==> config.mk <==
export PLATFORM = sky130hd
export DESIGN_NAME = flash_stat_top
export DESIGN_NICKNAME = d
export VERILOG_FILES = /design/src/rtl/flash_stat_pkg.sv /design/src/rtl/flash_stat_seq.sv /design/src/rtl/flash_stat_tgl.sv /design/src/rtl/flash_stat_word.sv /design/src/rtl/flash_stat_top.sv
export SDC_FILE = /design/constraint.sdc
export NUM_CORES = 1
export LEC_CHECK = 0
export BUFFER_PORTS_ARGS = -buffer_cell sky130_fd_sc_hd__buf_4
export CAP_MARGIN = 10
export CORE_ASPECT_RATIO = 1.5
export CORE_MARGIN = 2
export CORE_UTILIZATION = 60
export CTS_BUF_LIST = sky130_fd_sc_hd__clkbuf_8
export CTS_CLUSTER_SIZE = 12
export DETAILED_ROUTE_END_ITERATION = 8
export GPL_TIMING_DRIVEN = 0
export PLACE_DENSITY = 0.84
export SYNTH_ARGS = -nofsm -noshare
export SYNTH_HDL_FRONTEND = slang
export SYNTH_SLANG_ARGS = --single-unit
==> constraint.sdc <==
create_clock -name clk -period 9.9 [get_ports clk]
set_clock_uncertainty 0.1 [all_clocks]
set_input_delay 2.475 -clock clk [delete_from_list [all_inputs] [get_ports clk]]
set_output_delay 2.475 -clock clk [all_outputs]
set_load 0.01 [all_outputs]
==> src/rtl/flash_stat_pkg.sv <==
package flash_stat_pkg;

    typedef enum logic [1:0] {
        CMD_NONE   = 2'd0,
        CMD_PROG   = 2'd1,
        CMD_BERASE = 2'd2,
        CMD_CERASE = 2'd3
    } op_cmd_e;

    typedef enum logic [2:0] {
        ST_READ    = 3'd0,
        ST_RUN     = 3'd1,
        ST_SUSPING = 3'd2,
        ST_SUSP    = 3'd3,
        ST_ABORT   = 3'd4,
        ST_FAIL    = 3'd5
    } fsm_e;

    typedef struct packed {
        logic       dpoll;
        logic       tgl;
        logic       err;
        logic [4:0] rsvd;
    } status_t;

    function automatic logic is_busy(input fsm_e s);
        return (s == ST_RUN) || (s == ST_SUSPING) || (s == ST_ABORT) || (s == ST_FAIL);
    endfunction

    function automatic int max3(input int a, input int b, input int c);
        int m;
        m = (a > b) ? a : b;
        return (m > c) ? m : c;
    endfunction

endpackage

==> src/rtl/flash_stat_seq.sv <==
module flash_stat_seq
    import flash_stat_pkg::*;
#(
    parameter int NBLK           = 32,
    parameter int CLK_MHZ        = 250,
    parameter int ERASE_ABORT_US = 100,
    parameter int PROG_ABORT_US  = 1,
    parameter int SUSP_LAT_CYC   = 16,
    localparam int BLK_W         = $clog2(NBLK)
) (
    input  logic             clk,
    input  logic             rst,
    input  op_cmd_e          cmd,
    input  logic [BLK_W-1:0] op_blk,
    input  logic             op_bit,
    input  logic             susp_req,
    input  logic             resume_req,
    input  logic [NBLK-1:0]  prot_map,
    input  logic             ctl_done,
    input  logic             ctl_fail,
    input  logic             clr_err,
    output fsm_e             st,
    output op_cmd_e          cur_kind,
    output logic             pbit,
    output logic [NBLK-1:0]  era_mask
);

    localparam int ERASE_CYC = ERASE_ABORT_US * CLK_MHZ;
    localparam int PROG_CYC  = PROG_ABORT_US * CLK_MHZ;
    localparam int CNT_TOP   = max3(ERASE_CYC, PROG_CYC, SUSP_LAT_CYC);
    localparam int CNT_W     = $clog2(CNT_TOP + 1);
    localparam logic [CNT_W-1:0] ERASE_LD = CNT_W'(ERASE_CYC - 1);
    localparam logic [CNT_W-1:0] PROG_LD  = CNT_W'(PROG_CYC - 1);
    localparam logic [CNT_W-1:0] SUSP_LD  = CNT_W'(SUSP_LAT_CYC - 1);

    logic [CNT_W-1:0] cnt;
    logic             back_susp;
    op_cmd_e          era_kind;
    logic [NBLK-1:0]  blk_sel;
    logic             tgt_prot;
    logic             all_prot;

    assign blk_sel  = NBLK'(1) << op_blk;
    assign tgt_prot = prot_map[op_blk];
    assign all_prot = &prot_map;

    always_ff @(posedge clk) begin
        if (rst) begin
            st        <= ST_READ;
            cnt       <= '0;
            cur_kind  <= CMD_NONE;
            era_kind  <= CMD_NONE;
            pbit      <= 1'b0;
            era_mask  <= '0;
            back_susp <= 1'b0;
        end else begin
            case (st)
                ST_READ: begin
                    case (cmd)
                        CMD_PROG: begin
                            cur_kind <= CMD_PROG;
                            pbit     <= op_bit;
                            if (tgt_prot) begin
                                st        <= ST_ABORT;
                                cnt       <= PROG_LD;
                                back_susp <= 1'b0;
                            end else begin
                                st <= ST_RUN;
                            end
                        end
                        CMD_BERASE: begin
                            cur_kind <= CMD_BERASE;
                            era_kind <= CMD_BERASE;
                            era_mask <= blk_sel;
                            if (tgt_prot) begin
                                st        <= ST_ABORT;
                                cnt       <= ERASE_LD;
                                back_susp <= 1'b0;
                            end else begin
                                st <= ST_RUN;
                            end
                        end
                        CMD_CERASE: begin
                            cur_kind <= CMD_CERASE;
                            era_kind <= CMD_CERASE;
                            era_mask <= '1;
                            if (all_prot) begin
                                st        <= ST_ABORT;
                                cnt       <= ERASE_LD;
                                back_susp <= 1'b0;
                            end else begin
                                st <= ST_RUN;
                            end
                        end
                        default: ;
                    endcase
                end
                ST_RUN: begin
                    if (ctl_fail) begin
                        st <= ST_FAIL;
                    end else if (ctl_done) begin
                        st <= ST_READ;
                    end else if (susp_req && (cur_kind != CMD_PROG)) begin
                        st  <= ST_SUSPING;
                        cnt <= SUSP_LD;
                    end
                end
                ST_SUSPING: begin
                    if (ctl_fail) begin
                        st <= ST_FAIL;
                    end else if (ctl_done) begin
                        st <= ST_READ;
                    end else if (cnt == '0) begin
                        st <= ST_SUSP;
                    end else begin
                        cnt <= cnt - 1'b1;
                    end
                end
                ST_SUSP: begin
                    if (resume_req) begin
                        st       <= ST_RUN;
                        cur_kind <= era_kind;
                    end else if ((cmd == CMD_PROG) && (era_mask[op_blk] || tgt_prot)) begin
                        st        <= ST_ABORT;
                        cnt       <= PROG_LD;
                        back_susp <= 1'b1;
                        cur_kind  <= CMD_PROG;
                        pbit      <= op_bit;
                    end
                end
                ST_ABORT: begin
                    if (cnt == '0) begin
                        st <= back_susp ? ST_SUSP : ST_READ;
                    end else begin
                        cnt <= cnt - 1'b1;
                    end
                end
                ST_FAIL: begin
                    if (clr_err) begin
                        st <= ST_READ;
                    end
                end
                default: st <= ST_READ;
            endcase
        end
    end

endmodule

==> src/rtl/flash_stat_tgl.sv <==
module flash_stat_tgl (
    input  logic clk,
    input  logic rst,
    input  logic rd_stb,
    input  logic adv_en,
    output logic rd_fall,
    output logic tgl_q
);

    logic rd_q;

    assign rd_fall = rd_q && !rd_stb;

    always_ff @(posedge clk) begin
        if (rst) begin
            rd_q  <= 1'b0;
            tgl_q <= 1'b0;
        end else begin
            rd_q <= rd_stb;
            if (rd_fall && adv_en) begin
                tgl_q <= !tgl_q;
            end
        end
    end

endmodule

==> src/rtl/flash_stat_word.sv <==
module flash_stat_word
    import flash_stat_pkg::*;
#(
    parameter int NBLK   = 32,
    localparam int BLK_W = $clog2(NBLK)
) (
    input  fsm_e             st,
    input  op_cmd_e          cur_kind,
    input  logic             pbit,
    input  logic [NBLK-1:0]  era_mask,
    input  logic             tgl,
    input  logic             rd_stb,
    input  logic [BLK_W-1:0] rd_blk,
    output logic             busy,
    output logic             status_oe,
    output status_t          word
);

    logic in_era;

    always_comb begin
        in_era    = era_mask[rd_blk];
        busy      = is_busy(st);
        status_oe = rd_stb && (busy || ((st == ST_SUSP) && in_era));
        word      = '0;
        if (status_oe) begin
            if (st == ST_SUSP) begin
                word.dpoll = 1'b1;
            end else if (cur_kind == CMD_PROG) begin
                word.dpoll = !pbit;
            end else begin
                word.dpoll = 1'b0;
            end
            word.tgl = tgl;
            word.err = (st == ST_FAIL);
        end
    end

endmodule

==> src/rtl/flash_stat_top.sv <==
module flash_stat_top
    import flash_stat_pkg::*;
#(
    parameter int NBLK           = 32,
    parameter int CLK_MHZ        = 250,
    parameter int ERASE_ABORT_US = 100,
    parameter int PROG_ABORT_US  = 1,
    parameter int SUSP_LAT_CYC   = 16,
    localparam int BLK_W         = $clog2(NBLK)
) (
    input  logic             clk,
    input  logic             rst,
    input  logic             rd_stb,
    input  logic [BLK_W-1:0] rd_blk,
    input  logic [1:0]       op_cmd,
    input  logic [BLK_W-1:0] op_blk,
    input  logic             op_bit,
    input  logic             susp_req,
    input  logic             resume_req,
    input  logic [NBLK-1:0]  prot_map,
    input  logic             ctl_done,
    input  logic             ctl_fail,
    input  logic             clr_err,
    output logic             status_oe,
    output logic [7:0]       status,
    output logic             busy
);

    fsm_e            st;
    op_cmd_e         cur_kind;
    logic            pbit;
    logic [NBLK-1:0] era_mask;
    logic            rd_fall;
    logic            tgl_q;
    status_t         word;

    flash_stat_seq #(
        .NBLK          (NBLK),
        .CLK_MHZ       (CLK_MHZ),
        .ERASE_ABORT_US(ERASE_ABORT_US),
        .PROG_ABORT_US (PROG_ABORT_US),
        .SUSP_LAT_CYC  (SUSP_LAT_CYC)
    ) u_seq (
        .clk       (clk),
        .rst       (rst),
        .cmd       (op_cmd_e'(op_cmd)),
        .op_blk    (op_blk),
        .op_bit    (op_bit),
        .susp_req  (susp_req),
        .resume_req(resume_req),
        .prot_map  (prot_map),
        .ctl_done  (ctl_done),
        .ctl_fail  (ctl_fail),
        .clr_err   (clr_err),
        .st        (st),
        .cur_kind  (cur_kind),
        .pbit      (pbit),
        .era_mask  (era_mask)
    );

    flash_stat_tgl u_tgl (
        .clk    (clk),
        .rst    (rst),
        .rd_stb (rd_stb),
        .adv_en (busy),
        .rd_fall(rd_fall),
        .tgl_q  (tgl_q)
    );

    flash_stat_word #(
        .NBLK(NBLK)
    ) u_word (
        .st       (st),
        .cur_kind (cur_kind),
        .pbit     (pbit),
        .era_mask (era_mask),
        .tgl      (tgl_q),
        .rd_stb   (rd_stb),
        .rd_blk   (rd_blk),
        .busy     (busy),
        .status_oe(status_oe),
        .word     (word)
    );

    assign status = word;

endmodule

After elaboration in Yosys (flattened, before gate mapping)
Cells that the tools add are included.
W data, S select, Z words.
{"block": "classes", "reduce_logical": 27, "mux": 53, "shift": 1, "n_lt_le_gt_ge": 2, "n_eq_ne": 29, "n_addsub": 1}
{"cell": "$mux W15", "count": 11}
{"cell": "$pmux W15 S5", "count": 1}
{"cell": "$pmux W32 S2", "count": 1}
{"cell": "$pmux W15 S3", "count": 1}
{"cell": "$mux W3", "count": 13}
{"cell": "$reduce_and A32 Y1", "count": 1}
{"cell": "$shl A1 B5 Y32 const A", "count": 1}
{"cell": "$pmux W3 S6", "count": 1}
{"cell": "$bmux W1 S5", "count": 3}
{"cell": "$logic_not A15 Y1", "count": 1}
{"cell": "$ne A3 B2 Y1 const B", "count": 5}
{"cell": "$sub A15 B1 Y15 const B", "count": 1}
{"cell": "$lt A5 B6 Y1 const B", "count": 2}
{"cell": "$mux W1", "count": 12}
{"cell": "$ne A2 B2 Y1 const B", "count": 6}
{"cell": "$ne A4 B3 Y1 const B", "count": 3}
{"cell": "$reduce_and A12 Y1", "count": 1}
{"cell": "$reduce_and A6 Y1", "count": 2}
{"cell": "$ne A2 B1 Y1 const B", "count": 5}
{"cell": "$pmux W2 S2", "count": 2}
{"cell": "$eq A3 B2 Y1 const B", "count": 2}
{"cell": "$eq A3 B3 Y1 const B", "count": 2}
{"cell": "$logic_and A1 B1 Y1", "count": 6}
{"cell": "$mux W2", "count": 3}
{"cell": "other kinds (16)", "count": 27}
{"block": "word_totals", "out_inout_bits": 10, "elab_cells": 122, "register_bits": 58, "in_bits": 53}

Logic depth before layout (Yosys ltp)
Gate-level depths: netlist (run 1).
{"block": "depth", "ltp_word": 7, "ltp_mapped": 11, "depth_no_buf": 9}

Modules after synthesis
From an unflattened synthesis (run 1), not the netlist that was laid out.
{"block": "hier_totals", "cells_unflattened": 530, "area_unflattened_um2": 4246.6}
{"module": "flash_stat_seq", "instances": 1, "cells_each": 478, "area_per_inst_um2": 3711.1, "seq_area_each_um2": 1121.1}
{"module": "flash_stat_word", "instances": 1, "cells_each": 44, "area_per_inst_um2": 434.2, "seq_area_each_um2": 0.0}
{"module": "flash_stat_tgl", "instances": 1, "cells_each": 8, "area_per_inst_um2": 101.3, "seq_area_each_um2": 40.0}

Worst setup path after synthesis (run 1)
No wires, ideal clock.
{"block": "synth_timing", "kind": "input -> output", "from": "in rd_blk[0]", "to": "out status[6]", "cell_stages": 7, "path_buffers": 1, "slack_ns": 2.850, "arrival_ns": 4.475, "t_required_ns": 7.325, "path_cell_list": "clkbuf_1 > mux4_2 > mux4_2 > mux2i_1 > nor2_1 > o21a_1 > and2_1"}
{"block": "synth_between", "elab_chain_len": 6}
{"item": "start: declaration", "line_no": "flash_stat_top.sv:14", "source": "input logic [BLK_W-1:0] rd_blk,"}
{"item": "$bmux W1 S5", "line_no": "flash_stat_word.sv:22", "source": "in_era = era_mask[rd_blk];"}
{"item": "$mux W1 (not written as such)", "line_no": "flash_stat_word.sv:22"}
{"item": "$logic_and A1 B1 Y1", "line_no": "flash_stat_word.sv:24", "source": "status_oe = rd_stb && (busy || ((st == ST_SUSP) && in_era));"}
{"item": "$logic_or A1 B1 Y1", "line_no": "flash_stat_word.sv:24"}
{"item": "$logic_and A1 B1 Y1", "line_no": "flash_stat_word.sv:24"}
{"item": "named net status_oe", "line_no": "flash_stat_top.sv:24", "source": "output logic status_oe,"}
{"item": "$mux W3", "line_no": "flash_stat_word.sv:26", "source": "if (status_oe) begin"}
{"item": "end: declaration", "line_no": "flash_stat_top.sv:25", "source": "output logic [7:0] status,"}
The timed path passes the listed nets, and every way through them passes these cells. The select of a mux whose other input is x is not followed.

Final worst setup path (run 1)
{"block": "layout_timing", "from": "in rd_blk[0]", "to": "out status[7]"}
{"block": "layout_between", "elab_chain_len": 6}
{"item": "$bmux W1 S5", "line_no": "flash_stat_word.sv:22"}
{"item": "$mux W1 (not written as such)", "line_no": "flash_stat_word.sv:22"}
{"item": "$logic_and A1 B1 Y1", "line_no": "flash_stat_word.sv:24"}
{"item": "$logic_or A1 B1 Y1", "line_no": "flash_stat_word.sv:24"}
{"item": "$logic_and A1 B1 Y1", "line_no": "flash_stat_word.sv:24"}
{"item": "$mux W3", "line_no": "flash_stat_word.sv:26"}
Every way passes these cells. The select of a mux whose other input is x is not followed.

==> results.py, run 1 <==
metrics = {
    "run_status": {
        "status": "complete, no violations",
    },
    "worst_setup_path": {
        "startpoint_type": "primary input",
        "worstPathRequired_ns": 7.33,
        "worst_ep_arrival_time_ns": 4.90,
        "crit_type": "primary input to output port",
        "cp_max_fo": 8,
        "cp-end-kind": "output port",
    },
    "logic_synthesis": {
        "synth.area.top_cells": "dfxtp_1, mux4_2, nor2_1, o21ai_0, o22ai_1",
        "synthDistinctLibCells": 72,
        "yosys_register_bits": 58,
        "synth-edff-count": 0,
        "synth_commonest_cells": "nor2_1, dfxtp_1, o21ai_0",
        "syn_avg_cell_area_um2": 8.14,
        "ys.flop_type": "dfxtp_1",
        "synth_top_area_cell": "dfxtp_1",
        "synth-async-reset-ratio_pct": 0,
        "yosysSeqAreaShare_pct": 27.6,
        "ys_warn_count": 0,
        "synth_most_common_cell": "nor2_1",
        "yosysTopAreaCellShare_pct": 27.6,
        "syn-cell-area_um2": 4200,
        "synthCells": 516,
    },
    "sta": {
        "setup_tns_ns": 0,
        "setup_viol": 0,
        "worstMarginPinSlew_ns": 0.692,
        "setup_slack_ns": 2.43,
        "timing.slew.headroom_pct": 53.8,
        "fin_crit_ns": 7.47,
        "finalHoldViolations": 0,
        "slew_violations": 0,
        "rsz0062_at_grt": "false",
        "min_period_over_period_pct": 75.5,
        "fmax_mhz": 134,
    },
    "floorplan": {
        "fp.dieW_um": 72.3,
        "initial_core_util_pct": 61.7,
        "ios": 63,
        "core_um2": 6810,
        "fp.dieArea_um2": 7700,
        "rows": 37,
        "dieHeight_um": 106,
    },
    "route": {
        "first_pass_iters": 6,
        "num_vias": 4620,
        "ant_nets": 0,
        "drcViolationCount": 0,
        "via_per_inst": 6.92,
        "wl_per_cell_um": 19.3,
        "drt-total-wl_um": 12900,
        "drt_iter0_drc": 503,
    },
    "cells_and_area": {
        "finalCoreUtilization_pct": 72.6,
        "multi_input_area_um2": 2740,
        "drive_above_1_share_pct": 20.0,
        "fin_nets": 644,
        "diodes": 0,
        "syn2layout_area_growth_pct": 17.5,
        "seq_area_um2": 1160,
        "n_fill_cell": 535,
    },
    "clock_tree": {
        "hold_buffers": 0,
        "cts_max_path_buffers": 2,
        "clkTransAtPathRegs_ns": 0.07,
        "cts-root-buf": "clkbuf_8",
        "cts_resized": 0,
        "htree_levels": 3,
        "clock_sinks": 58,
        "cts_setup_buffers": 0,
        "clk_latency_ns": 0.36,
        "cts_tree": "done",
        "cts_made_buffers": 9,
    },
    "place": {
        "hpwl_um": 9490,
        "gp_congestion": 0.972,
        "post-place-ws_ns": 2.41,
        "io_buffers": 54,
    },
    "power": {
        "power_density_nw_per_um2": 238,
        "p_leak_nw": 1.92,
        "peakVddDrop_uv": 139,
    },
    "grt": {
        "grt_pass1_vias": 4427,
        "grt_pass1_wl_um": 20400,
        "antenna_found_initial": 0,
        "grt_overflow": 0,
        "grtUsageTotal_pct": 34.1,
        "grt_max_degree": 11,
    },
    "run": {
        "maxCapViolCount": 0,
    },
    "min_path": {
        "hold_class": "flop to flop",
    },
}
-- logic make-up after synthesis --
family | count (synthesis) | share of synthesized area (%)
AND/OR/NAND/NOR | 187 | 22.1
AO/OA/AOI/OAI | 163 | 25.5
buffers and inverters | 59 | 7.53
flip-flops | 58 | 27.6
multiplexers | 39 | 14.7
adder cells (fa/ha/maj) | 6 | 1.79
XOR/XNOR | 3 | 0.625
other | 1 | 0.0893
-- placed cells by master (no fill, tap or decap), types with 3 or more instances in the layout --
cell / n
a31oi_1: 6
inv_1: 14
mux2i_1: 20
buf_1: 5
o311ai_0: 4
nand2_1: 29
o31ai_1: 6
o22ai_1: 34
nor4_1: 5
buf_6: 7
buf_2: 5
nor3_1: 10
nand4_1: 11
a21oi_1: 21
o21ai_0: 45
and2_1: 4
or4_1: 3
ha_1: 6
buf_4: 61
conb_1: 5
clkbuf_8: 11
dfxtp_1: 58
a211oi_1: 5
clkbuf_1: 20
nand3b_1: 5
o211ai_1: 6
nand3_1: 17
nor2_1: 70
nor2b_1: 6
nand2b_1: 11
a22oi_1: 5
mux4_2: 18
-- flip-flops by register name, summed over array words and instances, names as in the netlist --
register	count
u_seq.pbit	1
u_seq.st	3
u_seq.cnt	15
u_tgl.tgl_q	1
u_seq.era_mask	32
u_seq.cur_kind	2
u_seq.era_kind	2
u_seq.back_susp	1
u_tgl.rd_q	1
-- final timing paths --
kind	start	end	slack (ns)	cells after the start
min reg2reg	u_seq.pbit	u_seq.pbit	0.38	2
max	rd_blk[0]	status[7]	2.43	8
max reg2reg	u_seq.cnt[0]	u_seq.cnt[14]	6.67	9
min	u_seq.pbit	u_seq.pbit	0.38	2
-- area by class of cell --
type                            instances  area share (%)
Timing Repair Buffer                   54            8.21
Inverter                               14            1.06
Tap cell                               78            1.98
Clock inverter                          6            1.65
Sequential cell                        58            23.5
Clock buffer                           10            2.79
Multi-Input combinational cell        403            55.5
Buffer                                 45            5.35
-- routing by layer --
metal	GRT usage, %	vias up	share of wire (%)	wire length (um)
met2	60.5	284	53	6800
met3	7.49	62	6.7	867
met5	0	-	0	0
li1	-	2088	-	-
met1	36.1	2186	36	4580
met4	19.4	0	5.0	641
-- worst max-delay path: stages --
cell      delay [ns]
clkbuf_1        0.51
mux4_2          0.64
mux4_2          0.50
mux2i_1         0.21
nor2_1          0.07
o21a_1          0.20
and2_1          0.15
buf_4           0.15
-- per-stage QoR --
| step | power (mW) | instances | area, um^2 | hold slack, ns |
|---|---|---|---|---|
| 2_1_floorplan | 0.760 | 520 | 4220 | 0.335 |
| 6_report | 1.18 | 668 | 4940 | 0.384 |
| 5_1_grt | 1.24 | 668 | 4940 | 0.396 |
| 3_5_place_dp | 0.908 | 652 | 4720 | 0.371 |
| 4_1_cts | 1.16 | 668 | 4940 | 0.375 |
| 3_3_place_gp | 0.889 | 652 | 4720 | 0.342 |
-- power by group --
group	leakage, nW	switching [mW]	internal [mW]	total (mW)
Combinational	1.33	0.338	0.240	0.578
Sequential	0.477	0.0532	0.297	0.350
Clock	0.113	0.103	0.147	0.249
(Power assumes the default switching activity.)
==> inputs of run 2 (changes only) <==
Settings changed: ABC_AREA set to 1, CORE_UTILIZATION 60 to 54, PLACE_DENSITY 0.84 to 0.8.
Clock period 9.9 ns to 6 ns, I/O delays scaled along.
==> run 2 against run 1 <==
Against the previous run: global-route usage down 0.97 points; via count rose by 15%; register-to-register slack got worse by 3.2 ns; highest routed layer unchanged.
==> results.py, run 2 <==
metrics = {
    "power": {
        "peakVddDrop_uv": 286,
        "p_leak_nw": 2.47,
        "power_density_nw_per_um2": 377,
    },
    "route": {
        "via_per_inst": 5.82,
        "wl_per_cell_um": 15.8,
        "drt-total-wl_um": 14400,
        "num_vias": 5293,
        "ant_nets": 0,
        "drcViolationCount": 0,
        "drt_iter0_drc": 588,
        "first_pass_iters": 6,
    },
    "grt": {
        "grt_overflow": 0,
        "grtUsageTotal_pct": 33.1,
        "grt_pass1_wl_um": 23900,
        "grt_pass1_vias": 5189,
        "antenna_found_initial": 0,
        "grt_max_degree": 11,
    },
    "logic_synthesis": {
        "syn-cell-area_um2": 4490,
        "ys.flop_type": "dfxtp_1",
        "syn_avg_cell_area_um2": 6.13,
        "yosysSeqAreaShare_pct": 25.9,
        "synth-edff-count": 0,
        "yosys_register_bits": 58,
        "synth_commonest_cells": "nand2_1, inv_1, nor2_1",
        "yosysTopAreaCellShare_pct": 25.9,
        "synth_top_area_cell": "dfxtp_1",
        "synth-async-reset-ratio_pct": 0,
        "ys_warn_count": 0,
        "synthDistinctLibCells": 40,
        "synthCells": 733,
        "synth_most_common_cell": "nand2_1",
        "synth.area.top_cells": "dfxtp_1, nand2_1, inv_1, nand4_1, nand3_1",
    },
    "sta": {
        "rsz0062_at_grt": "false",
        "slew_violations": 0,
        "timing.slew.headroom_pct": 62.0,
        "setup_tns_ns": 0,
        "min_period_over_period_pct": 84.7,
        "worstMarginPinSlew_ns": 0.569,
        "setup_viol": 0,
        "finalHoldViolations": 0,
        "fin_crit_ns": 5.08,
        "fmax_mhz": 197,
    },
    "place": {
        "hpwl_um": 10600,
        "placedInstanceArea_um2": 5030,
        "io_buffers": 52,
        "gp_congestion": 1.03,
    },
    "cells_and_area": {
        "largest_register": "u_seq.era_mask",
        "largest_reg_flops": 32,
        "syn2layout_area_growth_pct": 15.3,
        "n_fill_cell": 782,
        "diodes": 0,
        "drive_above_1_share_pct": 14.1,
        "fin_nets": 859,
        "reg.largest.list": "u_seq.era_mask: 32 flops, u_seq.cnt: 15 flops, u_seq.st: 3 flops",
        "fin_area_um2": 5180,
        "final_cell_mix": "nand2_1, inv_1, nor2_1",
        "layout_commonest_cell": "nand2_1",
    },
    "clock_tree": {
        "cts_tree": "done",
        "htree_levels": 3,
        "clkTransAtPathRegs_ns": 0.06,
        "cts_max_path_buffers": 2,
        "cts_made_buffers": 9,
        "clock_sinks": 58,
        "hold_buffers": 0,
        "cts-root-buf": "clkbuf_8",
        "cts_resized": 0,
        "cts_setup_buffers": 0,
        "clk_latency_ns": 0.36,
    },
    "floorplan": {
        "initial_core_util_pct": 55.7,
        "core_um2": 8060,
        "dieHeight_um": 116,
        "ios": 63,
        "fp.dieW_um": 78.5,
        "rows": 40,
        "fp.dieArea_um2": 9080,
    },
    "worst_setup_path": {
        "crit_type": "primary input to output port",
        "startpoint_type": "primary input",
        "cp-end-kind": "output port",
        "worst_ep_arrival_time_ns": 3.48,
        "worstPathRequired_ns": 4.40,
        "crit_path_frequent_cell": "nand3_1",
        "crit_start": "rd_blk[0]",
        "worstReg2RegStart": "u_seq.cnt[0]",
        "cp_slowest_cell": "clkbuf_1",
        "cp_max_fo": 10,
        "slowest_delay_ns": 0.41,
        "path_cells": "buf_2, inv_1, clkbuf_1, a21oi_1, o21ai_0, nand3_1, nand3_1, nand3_1, nand2_1, nand2_1, a21oi_1, buf_4",
    },
    "run_status": {
        "status": "complete, no violations",
    },
    "run": {
        "maxCapViolCount": 0,
    },
    "min_path": {
        "min-delay-start": "u_seq.pbit",
        "hold_class": "flop to flop",
    },
}
run 2: cell count changes in the layout (fill, tap and decap cells not counted), moves of 7 or more:
cell | before | now
inv_2 | 0 | 7
a221oi_1 | 2 | 28
a211oi_1 | 5 | 12
o21ai_0 | 45 | 36
nand2b_1 | 11 | 0
mux4_2 | 18 | 0
nand2_1 | 29 | 171
nand4_1 | 11 | 52
nand3_1 | 17 | 58
mux2i_1 | 20 | 0
inv_1 | 14 | 106
a21oi_1 | 21 | 39
o22ai_1 | 34 | 0
run 2: layout make-up:
cell class                 count  area (um^2)  area share (%)
inverter                     114          430            8.31
timing repair buffer          52          390            7.54
clock buffer                   9          124            2.39
buffer                        45          244            4.71
multi-input combinational    520         2670            51.6
sequential                    58         1160            22.4
clock inverter                 6         27.5           0.532
tap                          105          131            2.54
run 2: stage by stage:
| stage | hold WS, ns | instances | utilization [%] | power, mW | setup WS (ns) |
|---|---|---|---|---|---|
| after floorplan | 0.331 | 737 | - | 1.37 | 1.55 |
| after global placement | 0.344 | 894 | 62.4 | 1.60 | 0.998 |
| after detailed placement | 0.351 | 894 | 62.4 | 1.63 | 0.994 |
| after CTS | 0.360 | 909 | 64.3 | 1.94 | 0.990 |
| after global routing | 0.395 | 909 | 64.3 | 2.12 | 0.767 |
| final | 0.364 | 909 | 64.3 | 1.95 | 0.916 |
run 2: worst paths after layout:
path,depth (start not counted),end,slack (ns)
min reg2reg,2,u_seq.pbit,0.36
max,12,status[7],0.92
min,2,u_seq.pbit,0.36
max reg2reg,13,u_seq.st[0],3.49
run 2: where the power goes:
group	total [mW]	switching, mW	leakage (nW)	internal (mW)
clock network	0.308	0.167	0.0910	0.141
registers	0.585	0.0795	0.480	0.505
logic	1.06	0.676	1.90	0.383
run 2: kinds of logic after synthesis:
| family | synth area share (%) |
|---|---|
| and+or+nand+nor | 40.5 |
| buffers and inverters | 15.0 |
| AOI/OAI and AO/OA | 16.7 |
| DFF | 25.9 |
| adders and majority gates | 1.67 |
| xor gates and xnor gates | 0.195 |
| other | 0.0835 |
run 2: routing by layer:
| layer | wire length (um) | track usage, % | up-vias | share of wire [%] |
|---|---|---|---|---|
| met2 | 7390 | 60.9 | 220 | 51 |
| met5 | 0 | 0 | - | 0 |
| met4 | 592 | 16.4 | 0 | 4.1 |
| met1 | 5500 | 37.1 | 2434 | 38 |
| met3 | 868 | 4.98 | 66 | 6.0 |
| li1 | - | - | 2573 | - |
run 2: critical path, delay by kind of cell:
| family | cells | cell delay (ns) |
|---|---|---|
| AND/OR/NAND/NOR | 5 | 0.55 |
| buffers and inverters | 4 | 0.94 |
| AO/OA/AOI/OAI | 3 | 0.50 |
